[src/rtl/pit_match_timer_pkg.sv]
package pit_match_timer_pkg;

  typedef struct packed {
    logic tick;
    logic clear;
    logic down;
    logic ivlMode;
    logic matchEn;
  } ctr_strobe_t;

endpackage

[src/rtl/pit_match_timer_ctrl.sv]
module pit_match_timer_ctrl
  import pit_match_timer_pkg::*;
#(
  parameter int PS_W = 4
) (
  input  logic             clk,
  input  logic             rstN,
  input  logic [PS_W:0]    clkCtrl,
  input  logic [4:0]       cntCtrl,
  output ctr_strobe_t      strobe
);

  localparam int DIV_W = 1 << PS_W;

  logic [PS_W:0]    clkPrev;
  logic [DIV_W-1:0] divCnt;
  logic [DIV_W-1:0] divLimit;
  logic [DIV_W:0]   divPeriod;
  logic             psEn;
  logic             runEn;
  logic             psChanged;

  assign psEn      = clkCtrl[0];
  assign runEn     = !cntCtrl[0] && !cntCtrl[4];
  assign psChanged = (clkCtrl != clkPrev);

  always_comb begin
    divPeriod = (DIV_W+1)'(1) << (int'(clkCtrl[PS_W:1]) + 1);
    divLimit  = divPeriod[DIV_W-1:0] - DIV_W'(1);
  end

  always_ff @(posedge clk) begin
    if (!rstN) begin
      clkPrev <= '0;
      divCnt  <= '0;
    end else begin
      clkPrev <= clkCtrl;
      if (!runEn || !psEn)      divCnt <= '0;
      else if (psChanged)       divCnt <= DIV_W'(1);
      else if (divCnt == divLimit) divCnt <= '0;
      else                      divCnt <= divCnt + DIV_W'(1);
    end
  end

  always_comb begin
    strobe.tick    = runEn && (!psEn || (!psChanged && divCnt == divLimit));
    strobe.clear   = cntCtrl[4];
    strobe.down    = cntCtrl[2];
    strobe.ivlMode = cntCtrl[1];
    strobe.matchEn = cntCtrl[3];
  end

endmodule

[src/rtl/pit_match_timer_dp.sv]
module pit_match_timer_dp
  import pit_match_timer_pkg::*;
#(
  parameter int CNT_W   = 16,
  parameter int N_MATCH = 3
) (
  input  logic                     clk,
  input  logic                     rstN,
  input  ctr_strobe_t              strobe,
  input  logic [CNT_W-1:0]         intervalVal,
  input  logic [N_MATCH*CNT_W-1:0] matchVal,
  output logic [CNT_W-1:0]         count,
  output logic                     evInterval,
  output logic                     evOverflow,
  output logic [N_MATCH-1:0]       evMatch
);

  logic [CNT_W-1:0]   topVal;
  logic [CNT_W-1:0]   nextVal;
  logic               atEdge;
  logic [N_MATCH-1:0] matchHit;

  always_comb begin
    topVal = strobe.ivlMode ? intervalVal : '1;
    if (strobe.down) begin
      atEdge  = (count == '0);
      nextVal = atEdge ? topVal : count - CNT_W'(1);
    end else begin
      atEdge  = (count >= topVal);
      nextVal = atEdge ? '0 : count + CNT_W'(1);
    end
  end

  for (genvar i = 0; i < N_MATCH; i++) begin : g_cmp
    logic [CNT_W-1:0] mv;
    assign mv = matchVal[i*CNT_W +: CNT_W];
    assign matchHit[i] = strobe.matchEn && (mv <= topVal) && (mv == nextVal);
  end

  always_ff @(posedge clk) begin
    if (!rstN) begin
      count      <= '0;
      evInterval <= 1'b0;
      evOverflow <= 1'b0;
      evMatch    <= '0;
    end else begin
      evInterval <= 1'b0;
      evOverflow <= 1'b0;
      evMatch    <= '0;
      if (strobe.clear) begin
        count <= '0;
      end else if (strobe.tick) begin
        count      <= nextVal;
        evInterval <= atEdge && strobe.ivlMode;
        evOverflow <= atEdge && !strobe.ivlMode;
        evMatch    <= matchHit;
      end
    end
  end

endmodule

[src/rtl/pit_match_timer.sv]
module pit_match_timer
  import pit_match_timer_pkg::*;
#(
  parameter int CNT_W   = 16,
  parameter int N_MATCH = 3,
  parameter int PS_W    = 4
) (
  input  logic                     clk,
  input  logic                     rstN,
  input  logic [PS_W:0]            clkCtrl,
  input  logic [4:0]               cntCtrl,
  input  logic [CNT_W-1:0]         intervalVal,
  input  logic [N_MATCH*CNT_W-1:0] matchVal,
  output logic [CNT_W-1:0]         count,
  output logic                     evInterval,
  output logic                     evOverflow,
  output logic [N_MATCH-1:0]       evMatch
);

  ctr_strobe_t strobe;

  pit_match_timer_ctrl #(.PS_W(PS_W)) u_ctrl (
    .clk     (clk),
    .rstN    (rstN),
    .clkCtrl (clkCtrl),
    .cntCtrl (cntCtrl),
    .strobe  (strobe)
  );

  pit_match_timer_dp #(.CNT_W(CNT_W), .N_MATCH(N_MATCH)) u_dp (
    .clk         (clk),
    .rstN        (rstN),
    .strobe      (strobe),
    .intervalVal (intervalVal),
    .matchVal    (matchVal),
    .count       (count),
    .evInterval  (evInterval),
    .evOverflow  (evOverflow),
    .evMatch     (evMatch)
  );

endmodule

[config.mk]
export PLATFORM = sky130hd
export DESIGN_NAME = pit_match_timer
export DESIGN_NICKNAME = d
export VERILOG_FILES = /design/src/rtl/pit_match_timer_pkg.sv /design/src/rtl/pit_match_timer_ctrl.sv /design/src/rtl/pit_match_timer_dp.sv /design/src/rtl/pit_match_timer.sv
export SDC_FILE = /design/constraint.sdc
export NUM_CORES = 1
export LEC_CHECK = 0
export BUFFER_PORTS_ARGS = -buffer_cell sky130_fd_sc_hd__buf_2
export CAP_MARGIN = 20
export CORE_MARGIN = 2
export CORE_UTILIZATION = 55
export CTS_CLUSTER_SIZE = 14
export DETAILED_ROUTE_END_ITERATION = 12
export PLACE_DENSITY = 0.79
export SLEW_MARGIN = 40
export SYNTH_ARGS = -nofsm -noshare
export SYNTH_HDL_FRONTEND = slang
export SYNTH_SLANG_ARGS = --single-unit
[constraint.sdc]
create_clock -name clk -period 4.9 [get_ports clk]
set_clock_uncertainty 0.2 [all_clocks]
set_input_delay 0.735 -clock clk [delete_from_list [all_inputs] [get_ports clk]]
set_output_delay 0.735 -clock clk [all_outputs]
set_load 0.1 [all_outputs]
### Word-level counts from Yosys, hierarchy flattened

Index checks and enable logic that the tools add are counted.

| word-level totals | value |
|---|---|
| register bits after elaboration | 42 |
| input port bits | 76 |

| cells by class | value |
|---|---|
| add/sub/neg operators | 5 |
| order comparisons | 4 |
| eq/ne operators | 5 |
| shift-type cells | 1 |
| multiplexer cells | 7 |
| bitwise operators | 2 |
| reduce and logical (&&, ||, !) cells | 24 |

Operator list:

| cell | count |
|---|---|
| equality test 16 bit | 4 |
| two-way mux 16 bit | 4 |
| <= comparator 16 bit | 3 |
| adder 16 x 1 -> 16 bit (second input constant) | 2 |
| << shifter 1 x 32 -> 16 bit (first input constant) | 1 |
| subtractor 16 x 1 -> 16 bit (second input constant) | 2 |
| greater-or-equal comparator 16 bit | 1 |
| logical NOT 16 bit | 1 |
| logical AND 1 bit | 11 |
| logical NOT 1 bit | 6 |
| adder 4 x 1 -> 5 bit (second input constant) | 1 |
| != test 5 bit | 1 |
| OR reduction 2 bit | 2 |
| OR reduction 4 bit | 1 |
| two-way mux 1 bit | 3 |
| OR reduction 3 bit | 1 |
| logical OR 1 bit | 2 |
| inverter 1 bit | 2 |

### Logic depth before layout (Yosys ltp)

Gate-level depths: netlist of the first run.

| depth | value |
|---|---|
| depth after elaboration | 9 |
| mapped depth | 17 |
| depth with buffers taken out | 12 |

### By module

Synthesis of the first run repeated with hierarchy kept, for this count alone.

| unflattened totals | value |
|---|---|
| cells, all modules | 737 |
| area total of the unflattened synthesis | 5698.0 um2 |

By module, submodules not included:

| module | times used | cells an instance | area each (um2) |
|---|---|---|---|
| pit_match_timer_dp | 1 | 553 | 4132.7 |
| pit_match_timer_ctrl | 1 | 184 | 1565.3 |

### Worst setup path before layout of the first run

OpenSTA, ideal clock, no wires.

| path | value |
|---|---|
| path kind | input to register |
| start point | input port cntCtrl[1] |
| end point | register u_dp.evMatch[2] |
| library setup time | 87 ps |
| arrival time | 3671 ps |
| required time | 4613 ps |
| setup slack | 941 ps |
| stages on the path | 14 |
| path through | clkinv_1 clkbuf_1 nor2_1 ha_1 and3_1 a221oi_1 nand2_1 o21ai_0 clkbuf_1 a211oi_1 a31o_2 a311oi_1 nand3_1 nor4b_2 |

| on the way | value |
|---|---|
| word-level cells in the longest chain between the ends | 6 |

RTL lines:

| what | line | text |
|---|---|---|
| start: declaration | pit_match_timer.sv:11 | `input logic [4:0] cntCtrl,` |
| two-way mux 16 bit (*) | pit_match_timer_dp.sv:24 | `topVal = strobe.ivlMode ? intervalVal : '1;` |
| greater-or-equal comparator 16 bit | pit_match_timer_dp.sv:29 | `atEdge = (count >= topVal);` |
| two-way mux 16 bit | pit_match_timer_dp.sv:30 | `nextVal = atEdge ? '0 : count + CNT_W'(1);` |
| two-way mux 16 bit | pit_match_timer_dp.sv:25 | `if (strobe.down) begin` |
| equality test 16 bit | pit_match_timer_dp.sv:37 | `assign matchHit[i] = strobe.matchEn && (mv <= topVal) && (mv == nextVal);` |
| logical AND 1 bit (*) | pit_match_timer_dp.sv:37 |  |
| end signal: assignment | pit_match_timer_dp.sv:56 | `evMatch <= matchHit;` |
| end: declaration | pit_match_timer_dp.sv:15 | `output logic [N_MATCH-1:0] evMatch` |

Every way passes the cells marked *; elsewhere a longest branch is shown, timed or not.
A chain may end at the register's enable or synchronous reset.

### Final worst setup path of the first run

Same ends and word-level chain as after synthesis.

==> results.cfg, run 1 <==
[sta]
fmax_mhz = 224.2
rsz0062_at_grt = false
setup_tns_ps = 0
finalCritPeriodShare = 0.9104
setup_violations = 0
worst_slew_pin_slew_ps = 715.4
post-route-min-period_ps = 4461
fin_ws_ps = 439.2
final_hold_viol_count = 0
slew_headroom = 0.5224
holdWs_ps = 338.0
maxSlewViolCount = 0

[logic_synthesis]
synth-compound-area-share = 0.2282
yosysWarnings = 0
synth_cell_types = 77
synth_top_family_by_area = simple AND/OR/NAND/NOR gates
synthFlopType = dfxtp_1
ys_async_sr_fraction = 0
synthDominantCellAreaShare = 0.1595
avgSynthCellArea_um2 = 7.678
synth_nets = 850
synth_area_mm2 = 0.005413
synth_edf_count = 0
synth_top_area_cell = ha_1
yosys.area_share.xor_xnor = 0.1262
synthSimpleGateAreaFrac = 0.2716
yosys.area_share.adder = 0.1595
yosys_register_bits = 42
synth_mux_area_frac = 0.01572
synth_cells = 705
synth_commonest_cells = nor2_1, ha_1, nand2_1, dfxtp_1, xor2_1
synth.area.top_cells = ha_1, dfxtp_1, xor2_1
ys_seq_area_frac = 0.1553
yosysMostFrequentCell = nor2_1

[route]
wl_per_cell_um = 21.85
drc = 0
wl_um = 20340
viasPerCell = 6.574
num_vias = 6120
drt_iter0_markers = 645
drt_first_pass_iters = 5
antenna_left = 0

[final_layout]
drive_gt1_frac = 0.1880
multi_input_area_mm2 = 0.004367
fin_nets = 942
n_antenna_cell = 0
synthToLayoutAreaGrowth_pct = 15.03
seq_area_um2 = 840.8
fillers = 884

[global_routing]
antenna_found_initial = 0
track_usage = 0.3809
gr-total-overflow = 0
grt_pass1_vias = 5731
grt_pass1_wl_um = 30620
grt_max_degree = 29

[pwr]
p_comb_frac = 0.422
p_leak_uw = 0.002696
internal_power_uw = 680.3
vdd_drop_max_mv = 0.1261
switchingPower_uw = 456.3
power_frac_clock = 0.265
p_sw_frac = 0.4014
p_seq_frac = 0.314
powerDensity_mw_per_mm2 = 182.6

[place]
gp_congestion = 1.038
numPortBuffers = 96
dp_slack_ps = 178.7
dp_hpwl_um = 16050

[clocking]
root_buffer = clkbuf_8
cts_made_buffers = 5
tritoncts = yes
clk_pin_slew_worst_paths_ps = 90
clkLatencyLatePin_ps = 330
cts_hold_buf = 0
cts_resized = 0
post-cts-setup-buffers = 0
clock-sinks = 42
htree_levels = 2
clk_path_buf_depth = 2

[status]
outcome = complete, no violations

[floorplan]
num_io_pins = 97
initial_core_util = 0.5589
num_rows = 36
die_area_mm2 = 0.01065
die_width_um = 103.2
die_h_um = 103.2
coreArea_mm2 = 0.009684

[worst_setup_path]
crit_family = compound AO/OA/AOI/OAI gates
endpoint_kind = register
path_depth = 13
reg2reg_depth = 12
cpMostUsedCell = a221oi_1
crit_fanout = 17
crit_slowest_cell = o31ai_1
cp_slowest_stage_delay_ps = 620
worstSetupPathType = in -> reg
crit_buf_inv = 2
crit_chain = buf_2 > clkinv_1 > nor2_1 > ha_1 > a21o_1 > a221oi_1 > nand2_1 > o21a_1 > o31ai_1 > o22ai_1 > a221oi_1 > nand3_1 > nor4b_2
critical_path_required_ps = 4940
startpoint_type = input pin
arrival_ps = 4500

[job]
cap_violations = 0

[min_path]
hold_class = reg -> reg
hold_path_depth = 1
## metrics by stage
stage | util | power, uW | instances | instance area [um2]
5_1_grt | 0.6429 | 1188 | 931 | 6226
6_report | 0.6429 | 1137 | 931 | 6226
4_1_cts | 0.6421 | 1121 | 931 | 6218
2_1_floorplan | - | 665.0 | 705 | 5413
3_3_place_gp | 0.6305 | 817.9 | 923 | 6106
3_5_place_dp | 0.6305 | 825.9 | 923 | 6106
## layer usage
layer | wire length [um] | track usage
met1 | 8460 | 0.5259
met5 | 0 | 0
met4 | 936 | 0.1660
met2 | 8678 | 0.5744
met3 | 2266 | 0.07796
## path summary, 6_finish.rpt
path,startpoint,endpoint,slack [ps]
worst min-delay path,u_ctrl.divCnt[0],u_ctrl.divCnt[0],340
worst max-delay path,cntCtrl[1],u_dp.evMatch[2],440
worst min register to register,u_ctrl.divCnt[0],u_ctrl.divCnt[0],340
worst max register to register,u_dp.count[0],u_dp.evMatch[2],1050
## final cells by class
cell class	instances	area share
clock buffers	5	0.01105
multi-input cells	607	0.7014
well taps	133	0.02673
flip-flops and latches	42	0.1350
inverters	21	0.01266
repair buffers	120	0.1061
clock inverters	3	0.007034
## flip-flops by register name, summed over array words and instances, names as in the netlist
register	count
u_ctrl.clkPrev	5
u_dp.evOverflow	1
u_ctrl.divCnt	16
u_dp.evMatch	3
u_dp.count	16
u_dp.evInterval	1
## power by group through the flow
stage / sequential, uW / combinational (uW) / clock, uW
finish: 357 / 479 / 301
global route: 357 / 517 / 313
CTS: 356 / 465 / 300
detailed placement: 364 / 462 / 0
global placement: 364 / 454 / 0
floorplan: 377 / 288 / 0
## layout by cell type (no fill, tap or decap), types with 6 or more instances in the layout
master    count
nor4b_1       6
o31ai_1       7
a211oi_1     16
mux2i_1       7
ha_1         69
nand3_1      32
and4_1       10
a21oi_1      40
xnor2_1      37
nand4_1      22
and3_1       10
nor4_1       14
nor3_1       16
o22ai_1       6
inv_1        19
o21ai_0      28
dfxtp_1      42
xor2_1       41
nor2_1       79
buf_2        96
o221ai_1      6
buf_4        24
nand2_1      49
and2_1        7
## cells by family (layout without fill, tap and decap cells)
kind of cell             after synthesis  after routing
XOR/XNOR                              78             78
multiplexers                           8              8
AO/OA/AOI/OAI                        173            173
flip-flops                            42             42
buffers and inverters                 56            149
AND/OR/NAND/NOR                      278            278
adder cells (fa/ha/maj)               69             69
other                                  1              1
Power figures use the tool's default switching activity.
==> run 2, diff against run 1 <==
clock period = 4.14 ns   (was 4.9 ns; I/O delays follow)
==> run 2 against run 1 <==
Effect of this change: total power grew 16%; die area is the same; worst setup slack lost 130 ps; sequential cell count is the same; hold slack lost 55 ps; register-to-register slack lost 700 ps; largest cell class unchanged; wire length grew 1.1%; count of clock-buffer cells in the layout is the same; sequential share of layout area shrank 0.41 points.
==> results.cfg, run 2 (synthesized netlist as in run 1, its figures left out) <==
[floorplan]
die_area_mm2 = 0.01065
initial_core_util = 0.5589
die_width_um = 103.2
coreArea_mm2 = 0.009684
die_h_um = 103.2
num_io_pins = 97
num_rows = 36

[clocking]
cts_made_buffers = 5
clk_pin_slew_worst_paths_ps = 110
root_buffer = clkbuf_8
clkLatencyLatePin_ps = 330
cts_resized = 0
clock-sinks = 42
clk_path_buf_depth = 2
tritoncts = yes
htree_levels = 2
post-cts-setup-buffers = 0
cts_hold_buf = 0

[global_routing]
use_met2 = 0.5879
busiest_layer = met2
gr-total-overflow = 0
gr-usage-met1 = 0.5192
antenna_found_initial = 0
grt_use_met3 = 0.1028
grt_pass1_vias = 5697
grt_max_degree = 23
track_usage = 0.3861
grt_pass1_wl_um = 30850

[worst_setup_path]
reg2reg_depth = 11
endpoint_kind = register
startpoint = cntCtrl[1]
rrSetupSlack_ps = 350
path_depth = 15
crit_fanout = 6
critical_path_required_ps = 4220
crit_slowest_cell = o31ai_1
setup.worst_path.end = u_dp.evMatch[1]
crit_buf_inv = 6
r2r_end = u_dp.evMatch[1]
arrival_ps = 3900
timing.rr.start = u_dp.count[1]
startpoint_type = input pin
cp_slowest_stage_delay_ps = 520
cpMostUsedCell = buf_4
crit_family = buffers and inverters
worstSetupPathType = in -> reg
crit_chain = buf_2 > clkinv_1 > buf_4 > buf_4 > nor2_1 > ha_1 > o21ai_0 > o21ai_1 > buf_4 > o31ai_1 > buf_4 > xnor2_1 > nand4_1 > nor4_1 > and4_1

[final_layout]
n_antenna_cell = 0
utilization = 0.6630
largestRegisters = u_ctrl.divCnt (16), u_dp.count (16), u_ctrl.clkPrev (5)
final_common_cell = buf_2
fillers = 860
layout.cells.non_filler = 960
layout_common_cells = buf_2, nor2_1, ha_1
drive_gt1_frac = 0.2140
synthToLayoutAreaGrowth_pct = 18.63
fin_nets = 971

[sta]
worst_slew_pin_slew_ps = 804.3
finalCritPeriodShare = 0.9245
post-route-min-period_ps = 3827
fin_ws_ps = 312.8
fmax_mhz = 261.3
setup_tns_ps = 0
final_hold_viol_count = 0
slew_headroom = 0.4638
rsz0062_at_grt = false
maxSlewViolCount = 0
setup_violations = 0

[place]
dp_hpwl_um = 16710
dp_slack_ps = 83.56
numPortBuffers = 96
gp_congestion = 1.073
placed_cells = 952

[route]
viasPerCell = 6.435
antenna_left = 0
drt_iter0_markers = 642
wl_per_cell_um = 21.43
drc = 0
wl_um = 20570
drt_first_pass_iters = 5
num_vias = 6178

[min_path]
hold_class = in -> reg
hold_start = cntCtrl[1]

[pwr]
p_leak_uw = 0.002830
powerDensity_mw_per_mm2 = 205.5
vdd_drop_max_mv = 0.1632
totalPowerFinal_uw = 1320

[status]
outcome = complete, no violations

[job]
cap_violations = 0
run 2: per-layer routing:
metal	part of all wire	wire, um
met1	0.41	8364
met2	0.43	8907
met3	0.12	2483
met4	0.040	818
met5	0	0
run 2: area by class of cell:
class	instances	area, um2	share of cell area
Clock buffer	5	68.82	0.01072
Clock inverter	3	28.78	0.004482
Inverter	21	78.83	0.01228
Multi-Input combinational cell	607	4359	0.6789
Sequential cell	42	840.8	0.1309
Tap cell	133	166.4	0.02592
Timing Repair Buffer	149	878.3	0.1368
run 2: how the worst min path moves through the flow:
| stage | cells after the start | slack (ps) | to |
|---|---|---|---|
| 2_1_floorplan | 1 | 250 | u_ctrl.divCnt[0] |
| 4_1_cts | 2 | 280 | u_dp.evOverflow |
| 3_3_place_gp | 1 | 300 | u_ctrl.divCnt[0] |
| 6_report | 2 | 280 | u_dp.evOverflow |
| 5_1_grt | 2 | 280 | u_dp.evOverflow |
| 3_5_place_dp | 1 | 310 | u_ctrl.divCnt[0] |
run 2: worst register-to-register path, delay by kind of cell, from the launching register on:
family	cells	cell delay [ps]
compound gates	2	640
xor+xnor	1	210
fa+ha+maj	1	190
buf+inv	1	160
flops	1	430
mux	1	310
simple gates	5	1600
run 2: report_power, final:
part           switching (uW)  total, uW  internal (uW)
Sequential               9.49        419            410
Combinational             357        591            235
Clock                     183        309            127
run 2: stage by stage:
stage / hold slack [ps] / instance area [um2]
3_3_place_gp: 300.3 / 6324
3_5_place_dp: 309.5 / 6324
5_1_grt: 284.5 / 6421
6_report: 283.3 / 6421
4_1_cts: 276.3 / 6421
2_1_floorplan: 250.5 / 5413
==> run 3, diff against run 2 <==
RECOVER_POWER = 50   (was unset)
==> run 3 against run 2 <==
Effect of this change: via count shrank 0.21%; sequential power is essentially flat; critical endpoint unchanged; sequential cell count is the same.
==> results.cfg, run 3 (synthesized netlist as in run 1, its figures left out) <==
[status]
outcome = complete, no violations

[pwr]
powerDensity_mw_per_mm2 = 206.7
internal_power_uw = 768.9
p_leak_uw = 0.002724
p_seq_frac = 0.318
p_sw_frac = 0.4168
vdd_drop_max_mv = 0.1630
p_comb_frac = 0.447
power_frac_clock = 0.235
switchingPower_uw = 549.5

[sta]
fmax_mhz = 261.1
maxSlewViolCount = 0
post-route-min-period_ps = 3830
rsz0062_at_grt = false
final_hold_viol_count = 0
finalCritPeriodShare = 0.9252
holdWs_ps = 281.6
fin_ws_ps = 309.8
worst_slew_pin_slew_ps = 1188
setup_tns_ps = 0
slew_headroom = 0.2114
setup_violations = 0

[final_layout]
final_area_mm2 = 0.006380
drive_gt1_frac = 0.1838
synthToLayoutAreaGrowth_pct = 17.87
layout.cells.non_filler = 960
layout_common_cells = nor2_1, buf_2, ha_1
fin_nets = 971
largestRegisters = u_ctrl.divCnt (16), u_dp.count (16), u_ctrl.clkPrev (5)
final_common_cell = nor2_1
n_antenna_cell = 0

[worst_setup_path]
path_depth = 15
rrSetupSlack_ps = 360
crit_slowest_cell = o31ai_1
crit_chain = buf_2 > clkinv_1 > buf_4 > nor2_1 > ha_1 > o211ai_1 > a21oi_1 > o41a_1 > o21a_1 > o31ai_1 > buf_4 > xnor2_1 > nand4_1 > nor4_1 > and4_1
cp_slowest_stage_delay_ps = 530
reg2reg_depth = 11
timing.rr.start = u_dp.count[1]
crit_buf_inv = 4
crit_family = compound AO/OA/AOI/OAI gates
cpMostUsedCell = buf_4
worstSetupPathType = in -> reg
arrival_ps = 3910
crit_fanout = 6
startpoint_type = input pin
endpoint_kind = register
r2r_end = u_dp.evMatch[1]
critical_path_required_ps = 4220

[min_path]
hold_end = u_dp.evOverflow
hold_class = in -> reg
hold_start = cntCtrl[1]
hold_path_depth = 2

[global_routing]
antenna_found_initial = 0
track_usage = 0.3861
grt_max_degree = 23
gr-total-overflow = 0
grt_pass1_wl_um = 30850
grt_pass1_vias = 5697

[clocking]
tritoncts = yes
clk_pin_slew_worst_paths_ps = 110
clock-sinks = 42
clk_path_buf_depth = 2
cts_hold_buf = 0
cts_resized = 0
post-cts-setup-buffers = 0
cts_made_buffers = 5
htree_levels = 2
root_buffer = clkbuf_8
clkLatencyLatePin_ps = 330

[route]
drt_first_pass_iters = 8
num_vias = 6165
wl_um = 20560
drt_iter0_markers = 652
wl_per_cell_um = 21.41
drc = 0
antenna_left = 0
viasPerCell = 6.422

[floorplan]
coreArea_mm2 = 0.009684
num_io_pins = 97
initial_core_util = 0.5589
die_h_um = 103.2
die_width_um = 103.2
die_area_mm2 = 0.01065
num_rows = 36

[place]
numPortBuffers = 96
dp_slack_ps = 83.56
gp_congestion = 1.073
placed_cells = 952
place_area_mm2 = 0.006324
dp_hpwl_um = 16710

[job]
cap_violations = 0
run 3: changes by cell type in the layout (fill, tap and decap cells not counted), sizes merged:
cell	before	now
buf	149	124
clkbuf	5	30
run 3: worst max path at each step:
stage | start | slack, ps | to
after floorplan | u_dp.count[0] | 190 | u_dp.evMatch[2]
after CTS | u_dp.count[1] | 400 | u_dp.evMatch[1]
final | cntCtrl[1] | 310 | u_dp.evMatch[1]
after global routing | clkCtrl[3] | 190 | u_ctrl.divCnt[8]
after global placement | cntCtrl[1] | 40 | u_dp.evMatch[1]
after detailed placement | cntCtrl[1] | 80 | u_dp.evMatch[1]
run 3: layout make-up:
cell class / count / area (um2)
clock inverter: 3 / 28.78
sequential: 42 / 840.8
inverter: 21 / 78.83
multi-input combinational: 607 / 4359
fill: 872 / 3304
timing repair buffer: 149 / 837.1
tap: 133 / 166.4
clock buffer: 5 / 68.82
run 3: stage by stage:
stage | total power (uW) | util
floorplan | 787.1 | -
global placement | 992.3 | 0.6530
detailed placement | 1003 | 0.6530
CTS | 1313 | 0.6630
global route | 1382 | 0.6588
finish | 1318 | 0.6588
run 3: power by group through the flow:
| stage | Sequential, uW | Combinational (uW) | Clock, uW |
|---|---|---|---|
| global route | 420 | 635 | 326 |
| CTS | 419 | 577 | 317 |
| floorplan | 446 | 341 | 0 |
| global placement | 428 | 564 | 0 |
| detailed placement | 428 | 575 | 0 |
| finish | 419 | 589 | 310 |
run 3: per-layer routing:
layer  track usage  vias to the layer above  share of wire
li1              -                     2891              -
met3        0.1028                       70           0.12
met4        0.1549                        0          0.041
met5             0                        -              0
met1        0.5192                     2816           0.41
met2        0.5879                      388           0.43
